**src/rtl/usb_in_txbuf_pkg.sv**
```systemverilog
package usb_in_txbuf_pkg;
  typedef enum logic [1:0] {
    ST_IDLE    = 2'd0,
    ST_SEND    = 2'd1,
    ST_WAIT_HS = 2'd2,
    ST_ABORT   = 2'd3
  } txb_state_e;
endpackage

```
**src/rtl/txbuf_mem.sv**
```systemverilog
module txbuf_mem #(
  parameter int DEPTH = 64,
  parameter int W     = 8,
  localparam int AW   = $clog2(DEPTH)
) (
  input  logic          clk,
  input  logic          we,
  input  logic [AW-1:0] waddr,
  input  logic [W-1:0]  wdata,
  input  logic [AW-1:0] raddr,
  output logic [W-1:0]  rdata
);
  logic [W-1:0] store [DEPTH];

  always_ff @(posedge clk) begin
    if (we) store[waddr] <= wdata;
  end

  assign rdata = store[raddr];
endmodule

```
**src/rtl/txbuf_ctrl.sv**
```systemverilog
module txbuf_ctrl
  import usb_in_txbuf_pkg::*;
#(
  parameter int DEPTH = 64,
  localparam int AW   = $clog2(DEPTH),
  localparam int CW   = AW + 1
) (
  input  logic          clk,
  input  logic          rst_n,
  input  logic [CW-1:0] cfg_size,
  input  logic          wr_valid,
  output logic          wr_ready,
  input  logic          cpu_arm,
  input  logic          cpu_clear,
  input  logic          tok_in,
  input  logic          tok_err,
  output logic          tx_valid,
  input  logic          tx_ready,
  output logic          tx_last,
  input  logic          ack_rx,
  input  logic          hs_timeout,
  output logic          nak_req,
  output logic          force_bs_err,
  output logic          ep_irq,
  output logic          ep_enabled,
  output logic [CW-1:0] byte_count,
  output logic          mem_we,
  output logic [AW-1:0] mem_waddr,
  output logic [AW-1:0] mem_raddr
);
  localparam logic [CW-1:0] DEPTH_C = CW'(DEPTH);

  txb_state_e    state;
  logic [CW-1:0] count_q;
  logic [CW-1:0] rd_ptr;
  logic          en_q;
  logic [CW-1:0] limit;
  logic          tok_ok;
  logic          take;

  assign limit     = (cfg_size > DEPTH_C) ? DEPTH_C : cfg_size;
  assign wr_ready  = (state == ST_IDLE) && !en_q && (count_q < limit);
  assign mem_we    = wr_valid && wr_ready && !cpu_clear;
  assign mem_waddr = count_q[AW-1:0];
  assign mem_raddr = rd_ptr[AW-1:0];

  assign tok_ok       = tok_in && !tok_err && (state == ST_IDLE);
  assign tx_valid     = (state == ST_SEND);
  assign tx_last      = tx_valid && (rd_ptr == count_q - CW'(1));
  assign take         = tx_valid && tx_ready;
  assign force_bs_err = (state == ST_ABORT);
  assign ep_enabled   = en_q;
  assign byte_count   = count_q;

  always_ff @(posedge clk or negedge rst_n) begin
    if (!rst_n) begin
      state   <= ST_IDLE;
      count_q <= '0;
      rd_ptr  <= '0;
      en_q    <= 1'b0;
      nak_req <= 1'b0;
      ep_irq  <= 1'b0;
    end else begin
      nak_req <= 1'b0;
      ep_irq  <= 1'b0;
      if (cpu_clear) begin
        count_q <= '0;
        rd_ptr  <= '0;
        en_q    <= 1'b0;
        if (state == ST_SEND) state <= ST_ABORT;
        else if (state == ST_WAIT_HS) state <= ST_IDLE;
      end else begin
        unique case (state)
          ST_IDLE: begin
            if (mem_we) count_q <= count_q + CW'(1);
            if (cpu_arm) en_q <= 1'b1;
            if (tok_ok) begin
              if (en_q) begin
                rd_ptr <= '0;
                state  <= (count_q == '0) ? ST_WAIT_HS : ST_SEND;
              end else begin
                nak_req <= 1'b1;
              end
            end
          end
          ST_SEND: begin
            if (take) begin
              rd_ptr <= rd_ptr + CW'(1);
              if (tx_last) state <= ST_WAIT_HS;
            end
          end
          ST_WAIT_HS: begin
            if (ack_rx) begin
              count_q <= '0;
              rd_ptr  <= '0;
              en_q    <= 1'b0;
              ep_irq  <= 1'b1;
              state   <= ST_IDLE;
            end else if (hs_timeout) begin
              rd_ptr <= '0;
              state  <= ST_IDLE;
            end
          end
          ST_ABORT: begin
            if (ack_rx || hs_timeout) state <= ST_IDLE;
          end
          default: state <= ST_IDLE;
        endcase
      end
    end
  end
endmodule

```
**src/rtl/usb_in_txbuf.sv**
```systemverilog
module usb_in_txbuf #(
  parameter int DEPTH = 64,
  localparam int AW   = $clog2(DEPTH),
  localparam int CW   = AW + 1
) (
  input  logic          clk,
  input  logic          rst_n,
  input  logic [CW-1:0] cfg_size,
  input  logic          wr_valid,
  output logic          wr_ready,
  input  logic [7:0]    wr_data,
  input  logic          cpu_arm,
  input  logic          cpu_clear,
  input  logic          tok_in,
  input  logic          tok_err,
  output logic          tx_valid,
  input  logic          tx_ready,
  output logic [7:0]    tx_data,
  output logic          tx_last,
  input  logic          ack_rx,
  input  logic          hs_timeout,
  output logic          nak_req,
  output logic          force_bs_err,
  output logic          ep_irq,
  output logic          ep_enabled,
  output logic [CW-1:0] byte_count
);
  logic          mem_we;
  logic [AW-1:0] mem_waddr;
  logic [AW-1:0] mem_raddr;

  txbuf_ctrl #(.DEPTH(DEPTH)) u_ctrl (
    .clk(clk), .rst_n(rst_n), .cfg_size(cfg_size),
    .wr_valid(wr_valid), .wr_ready(wr_ready),
    .cpu_arm(cpu_arm), .cpu_clear(cpu_clear),
    .tok_in(tok_in), .tok_err(tok_err),
    .tx_valid(tx_valid), .tx_ready(tx_ready), .tx_last(tx_last),
    .ack_rx(ack_rx), .hs_timeout(hs_timeout),
    .nak_req(nak_req), .force_bs_err(force_bs_err), .ep_irq(ep_irq),
    .ep_enabled(ep_enabled), .byte_count(byte_count),
    .mem_we(mem_we), .mem_waddr(mem_waddr), .mem_raddr(mem_raddr)
  );

  txbuf_mem #(.DEPTH(DEPTH), .W(8)) u_mem (
    .clk(clk), .we(mem_we), .waddr(mem_waddr), .wdata(wr_data),
    .raddr(mem_raddr), .rdata(tx_data)
  );
endmodule

```
**config.mk**
```make
export PLATFORM = sky130hd
export DESIGN_NAME = usb_in_txbuf
export DESIGN_NICKNAME = d
export VERILOG_FILES = /design/src/rtl/usb_in_txbuf_pkg.sv /design/src/rtl/txbuf_mem.sv /design/src/rtl/txbuf_ctrl.sv /design/src/rtl/usb_in_txbuf.sv
export SDC_FILE = /design/constraint.sdc
export NUM_CORES = 1
export LEC_CHECK = 0
export BUFFER_PORTS_ARGS = -buffer_cell sky130_fd_sc_hd__buf_2
export CAP_MARGIN = 5
export CORE_MARGIN = 2
export CORE_UTILIZATION = 62
export CTS_BUF_LIST = sky130_fd_sc_hd__clkbuf_16
export DETAILED_ROUTE_END_ITERATION = 10
export GPL_TIMING_DRIVEN = 0
export PLACE_DENSITY = 0.79
export RECOVER_POWER = 50
export SLEW_MARGIN = 30
export SYNTH_ARGS = -nofsm -noshare
export SYNTH_HDL_FRONTEND = slang
export SYNTH_SLANG_ARGS = --single-unit
```
**constraint.sdc**
```tcl
create_clock -name clk -period 3.7 [get_ports clk]
set_input_delay 0.74 -clock clk [delete_from_list [all_inputs] [get_ports clk]]
set_output_delay 0.74 -clock clk [all_outputs]
set_load 0.01 [all_outputs]
```
# Yosys cells after proc, flatten, opt, wreduce, memory -nomap -nowiden
# Memories as Yosys holds them, arrays and structs flattened.
# Index checks and enable logic that the tools add are counted.
# word_totals
ff_bits	19
mem_bits_rw	512
out_inout_bits	22
wordCells	83
memories	1
# classes
addsub	3
order_cmp	2
n_eq_ne	14
n_mux	37
reduce_logical	20
# memory_table
memory	words	word_bits	read_ports	rd_clocked_by_memory_dff	write_ports	line	source
u_mem.store	64	8	1	0	1	txbuf_mem.sv:13	logic [W-1:0] store [DEPTH];
# op_table
cell	n
7-bit 2-to-1 mux	10
2-bit 2-to-1 mux	11
7-bit case mux with 3 select lines	1
3-bit != test (second input constant)	5
7-bit by 1-bit adder with 7-bit output (second input constant)	2
7-bit case mux with 2 select lines	1
1-bit 2-to-1 mux	12
3-bit by 2-bit != test with 1-bit output (second input constant)	3
1-bit logical AND	8
2-bit case mux with 4 select lines	1
7-bit == test	1
7-bit > comparator (second input constant)	1
7-bit zero test	1
7-bit < comparator	1
7-bit AND reduction	1
7-bit by 1-bit subtractor with 7-bit output (second input constant)	1
3-bit AND reduction	2
5-bit AND reduction	1
2-bit == test (second input constant)	2
4-bit != test (second input constant)	1
4-bit nonzero test	1
1-bit zero test	3
3-bit by 1-bit != test with 1-bit output (second input constant)	1
3-bit nonzero test	1
4 further kinds	4

# Depth between registers and ports, before layout
# depth
ltp_word	9
mapped_depth	10
ltp_nobuf	9

# Cells and area by module
# A second synthesis with hierarchy kept.
# hier_totals
cells_unflattened	1128
hier_area_um2	21664.5
# modules_own_cells
mod	instances	cells_each	area_each_um2	seq_area_each_um2
txbuf_mem	1	932	20006.7	15374.7
txbuf_ctrl	1	196	1657.8	475.5

# Worst setup path before layout
# No wires, ideal clock.
# synth_path
kind	input port to flip-flop
start	input cfg_size[6]
end	memory u_mem.store[30][0] (enable)
arrival_time_ps	3076
required_ps	3305
slack_ps	229
cell_stages	9
cell_sequence	inv_1 > nand2_1 > ha_1 > a21oi_1 > o21ai_1 > a2111oi_2 > o21ai_1 > clkbuf_1 > nor4_1
# synth_via
elab_chain_len	8
# synth_rtl
item	line	source
start: declaration	usb_in_txbuf.sv:8	input logic [CW-1:0] cfg_size,
7-bit > comparator	txbuf_ctrl.sv:41	assign limit = (cfg_size > DEPTH_C) ? DEPTH_C : cfg_size;
7-bit 2-to-1 mux *	txbuf_ctrl.sv:41	
7-bit < comparator *	txbuf_ctrl.sv:42	assign wr_ready = (state == ST_IDLE) && !en_q && (count_q < limit);
1-bit logical AND *	txbuf_ctrl.sv:42	
1-bit logical AND * (2 in series)	txbuf_ctrl.sv:43	assign mem_we = wr_valid && wr_ready && !cpu_clear;
1-bit 2-to-1 mux *	txbuf_mem.sv:16	if (we) store[waddr] <= wdata;
1-bit 2-to-1 mux (implied by the code) *	txbuf_mem.sv:16	
end: declaration	txbuf_mem.sv:13	
# Mark *: on every way between the ends. The rest lies on a longest branch, timed or not.

# Worst setup path after layout
# layout_path
start	register u_ctrl.rd_ptr[0]
end	output tx_data[3]
# layout_via
elab_chain_len	1
# layout_rtl
item	line	source
start: declaration	txbuf_ctrl.sv:35	logic [CW-1:0] rd_ptr;
start signal: assignment	txbuf_ctrl.sv:88	rd_ptr <= rd_ptr + CW'(1);
memory read 64 x 8 bit	-	
end: declaration	usb_in_txbuf.sv:18	output logic [7:0] tx_data,
# No other way between the ends.

==> metrics.cfg <==
[yosys]
ys_warn_count = 0
synthAdderAreaFrac = 0.00522
yosysSeqAreaShare = 0.735
synthXorXnorAreaFrac = 0.00244
yosysMostFrequentCell = edfxtp_1
synth_nets = 1122
syn_area_per_cell_um2 = 19.8
synthSimpleGateAreaFrac = 0.0597
synth_ff_type = edfxtp_1
synth.area.top_cells = edfxtp_1, mux4_2, dfrtp_1
async_flop_share = 0.0358
synth_edf_count = 512
synth_compound_area_frac = 0.0274
synth_top_family_by_area = multiplexers
syn_area_um2 = 21600
synth-seq-cells = 531
syn_inst = 1088
synth_top_area_frac = 0.713
synth_area_leader_cell = edfxtp_1
synthMuxAreaShare = 0.152
ys_types = 49
synthTopCellsByCount = edfxtp_1, mux4_2, nor2_1

[cts]
cts_made_buffers = 51
worstSkewPairLatency_ns = 0.59
cts_tree = done
clock-sinks = 531
cts_root_buf = clkbuf_16
cts_buffer_depth = 3
clk_pin_slew_ns = 0.06
postCtsHoldBufs = 0
h-tree-depth = 2

[layout]
seq_area_um2 = 15900
nFillCells = 1910
drive_gt1_frac = 0.344
diodes = 0
multi_input_area_um2 = 5790
area_growth_syn_to_layout_pct = 15.7
final_nets = 1266

[job]
maxCapViolCount = 8

[grt]
antenna_found_initial = 0
use_met1 = 0.402
grt_use_total = 0.285
gr-usage-met2 = 0.444
grt_overflow = 0
grt_max_degree = 65
use_met3 = 0.0504
grt_pass1_wl_mm = 74.2
grt_pass1_vias = 11685
busiest_layer = met2

[sta]
period_share = 1.03
hold_ws_ns = 0.347
min_period_ns = 3.82
drv_slew = 520
skew_ns = 0.0259
finalHoldViolCount = 0
rsz0062_at_grt = true
tightest_slew_ns = 3.12
setup_viol = 8
finalWorstSetupSlack_ns = -0.124
fmax_mhz = 261
max-slew-margin-rel = -1.08

[setup_path]
critPathTopFamily = compound AO/OA/AOI/OAI gates
cpMaxStageDelayCell = a2111oi_2
worstSetupPathType = reg -> out
cp-start-kind = flop
required_ns = 2.96
cp-startpoint = u_ctrl.rd_ptr[0]
r2r_start = u_ctrl.byte_count[2]
critPathBufInv = 4
crit_path_end_kind = primary output
cp.arrival_ns = 3.08
r2r_slack_ns = 0.16
slowest_delay_ns = 0.47
path_common_cell = buf_12
path_cells = buf_12 > buf_12 > buf_6 > mux4_2 > nand2_1 > a21oi_2 > nor3_1 > a2111oi_2 > buf_2
cp_max_fo = 10

[placed_design]
routabilityCongestion = 0.916
hpwl_mm = 31.2
io_buffers = 46

[floorplan]
fp-row-count = 68
die_w_um = 190
dieArea_um2 = 36300
initial_core_util = 0.627
die_h_um = 190
io_pins = 47
core_region_area_um2 = 34400

[hold_path]
min_from = tok_err
hold_class = in -> reg

[power]
p_leak_nw = 7.81
p_per_area_nw_per_um2 = 596
power_w = 0.0149
peakVddDrop_uv = 440

[detailed_routing]
ant_nets = 0
wirelength_mm = 53.3
drt_first_pass_iters = 6
drc_errors = 0
drt-vias-per-instance = 6.92
via_count = 11932
drt-initial-drc-count = 1793
post_drt_wl_per_cell_um = 30.9

[outcome]
violations = capacitance limit, slew limit, setup timing
outcome = finished, violations left

==> final timing paths <==
| check | to | depth (start not counted) |
|---|---|---|
| setup / recovery | tx_data[3] | 9 |
| hold / removal | u_ctrl.nak_req | 2 |
| setup reg to reg | u_mem.store[30][4] | 8 |
| hold reg to reg | u_ctrl.nak_req | 1 |
| max in group asynchronous | u_ctrl.rd_ptr[0] | 1 |
| min in group asynchronous | u_ctrl.ep_enabled | 1 |
==> cell usage in the layout (no fill, tap or decap), types with 5 or more instances in the layout <==
cell / instances
nor2b_1: 17
buf_4: 19
ha_1: 9
dfrtp_1: 18
a21oi_1: 11
clkinv_2: 11
buf_6: 5
clkbuf_2: 8
nor3_1: 9
o21ai_0: 12
a2111oi_2: 6
a211oi_1: 16
nand2_1: 39
edfxtp_1: 512
buf_2: 67
inv_1: 20
nand3_1: 14
nor2_2: 27
nor2_1: 47
buf_12: 13
nand3b_1: 5
nor2_4: 9
nor4_4: 11
nor4_2: 29
mux4_2: 144
clkbuf_16: 57
clkinv_1: 12
nand2b_1: 8
or3_1: 6
clkbuf_1: 30
==> final cells by class <==
type	instances	share of cell area
Clock buffer	51	0.0512
Clock inverter	40	0.00973
Sequential cell	531	0.636
Buffer	65	0.0214
Tap cell	455	0.0228
Timing Repair Buffer	91	0.0254
Multi-Input combinational cell	481	0.232
Inverter	11	0.00171
==> metal layers <==
layer | vias up | wire, um
met4 | 0 | 2220
met5 | - | 0
li1 | 4788 | -
met1 | 6138 | 20100
met3 | 159 | 5310
met2 | 847 | 25700
==> logic make-up after synthesis <==
| family | Yosys count |
|---|---|
| adders and majority gates | 9 |
| and+or+nand+nor | 240 |
| muxes | 148 |
| DFF | 531 |
| AOI/OAI and AO/OA | 78 |
| xor gates and xnor gates | 6 |
| buffers and inverters | 76 |
==> where the power goes <==
part | internal, W | switching (W) | leakage, nW | total, W
combinational | 0.00159 | 0.00174 | 2.17 | 0.00333
sequential | 0.00665 | 0.0000548 | 4.86 | 0.00670
clock | 0.00264 | 0.00219 | 0.786 | 0.00483
total | 0.0109 | 0.00398 | 7.81 | 0.0149
==> sequential cells by signal, indices dropped and copies added, names as in the netlist <==
signal / flops
u_mem.store: 512
u_ctrl.byte_count: 7
u_ctrl.rd_ptr: 7
u_ctrl.state: 2
u_ctrl.ep_enabled: 1
u_ctrl.ep_irq: 1
u_ctrl.nak_req: 1
==> through the flow <==
step	worst slack, ns	TNS, ns	cell area, um^2	std cells	utilization
floorplan	0.229	0	21600	1088	-
global placement	-1.18	-219.45	22400	1589	0.650
detailed placement	-0.468	-119.19	22700	1615	0.659
CTS	-0.0514	-0.222	24500	1708	0.711
global route	-0.162	-0.967	24900	1725	0.726
finish	-0.124	-0.704	24900	1725	0.726
==> timing repair <==
item	in CTS	in global routing
setup endpoints to repair	9	165
gates resized for setup	67	68
pin swaps	5	14
cloned	0	6
setup buffers	2	11
Power figures use the tool's default switching activity.
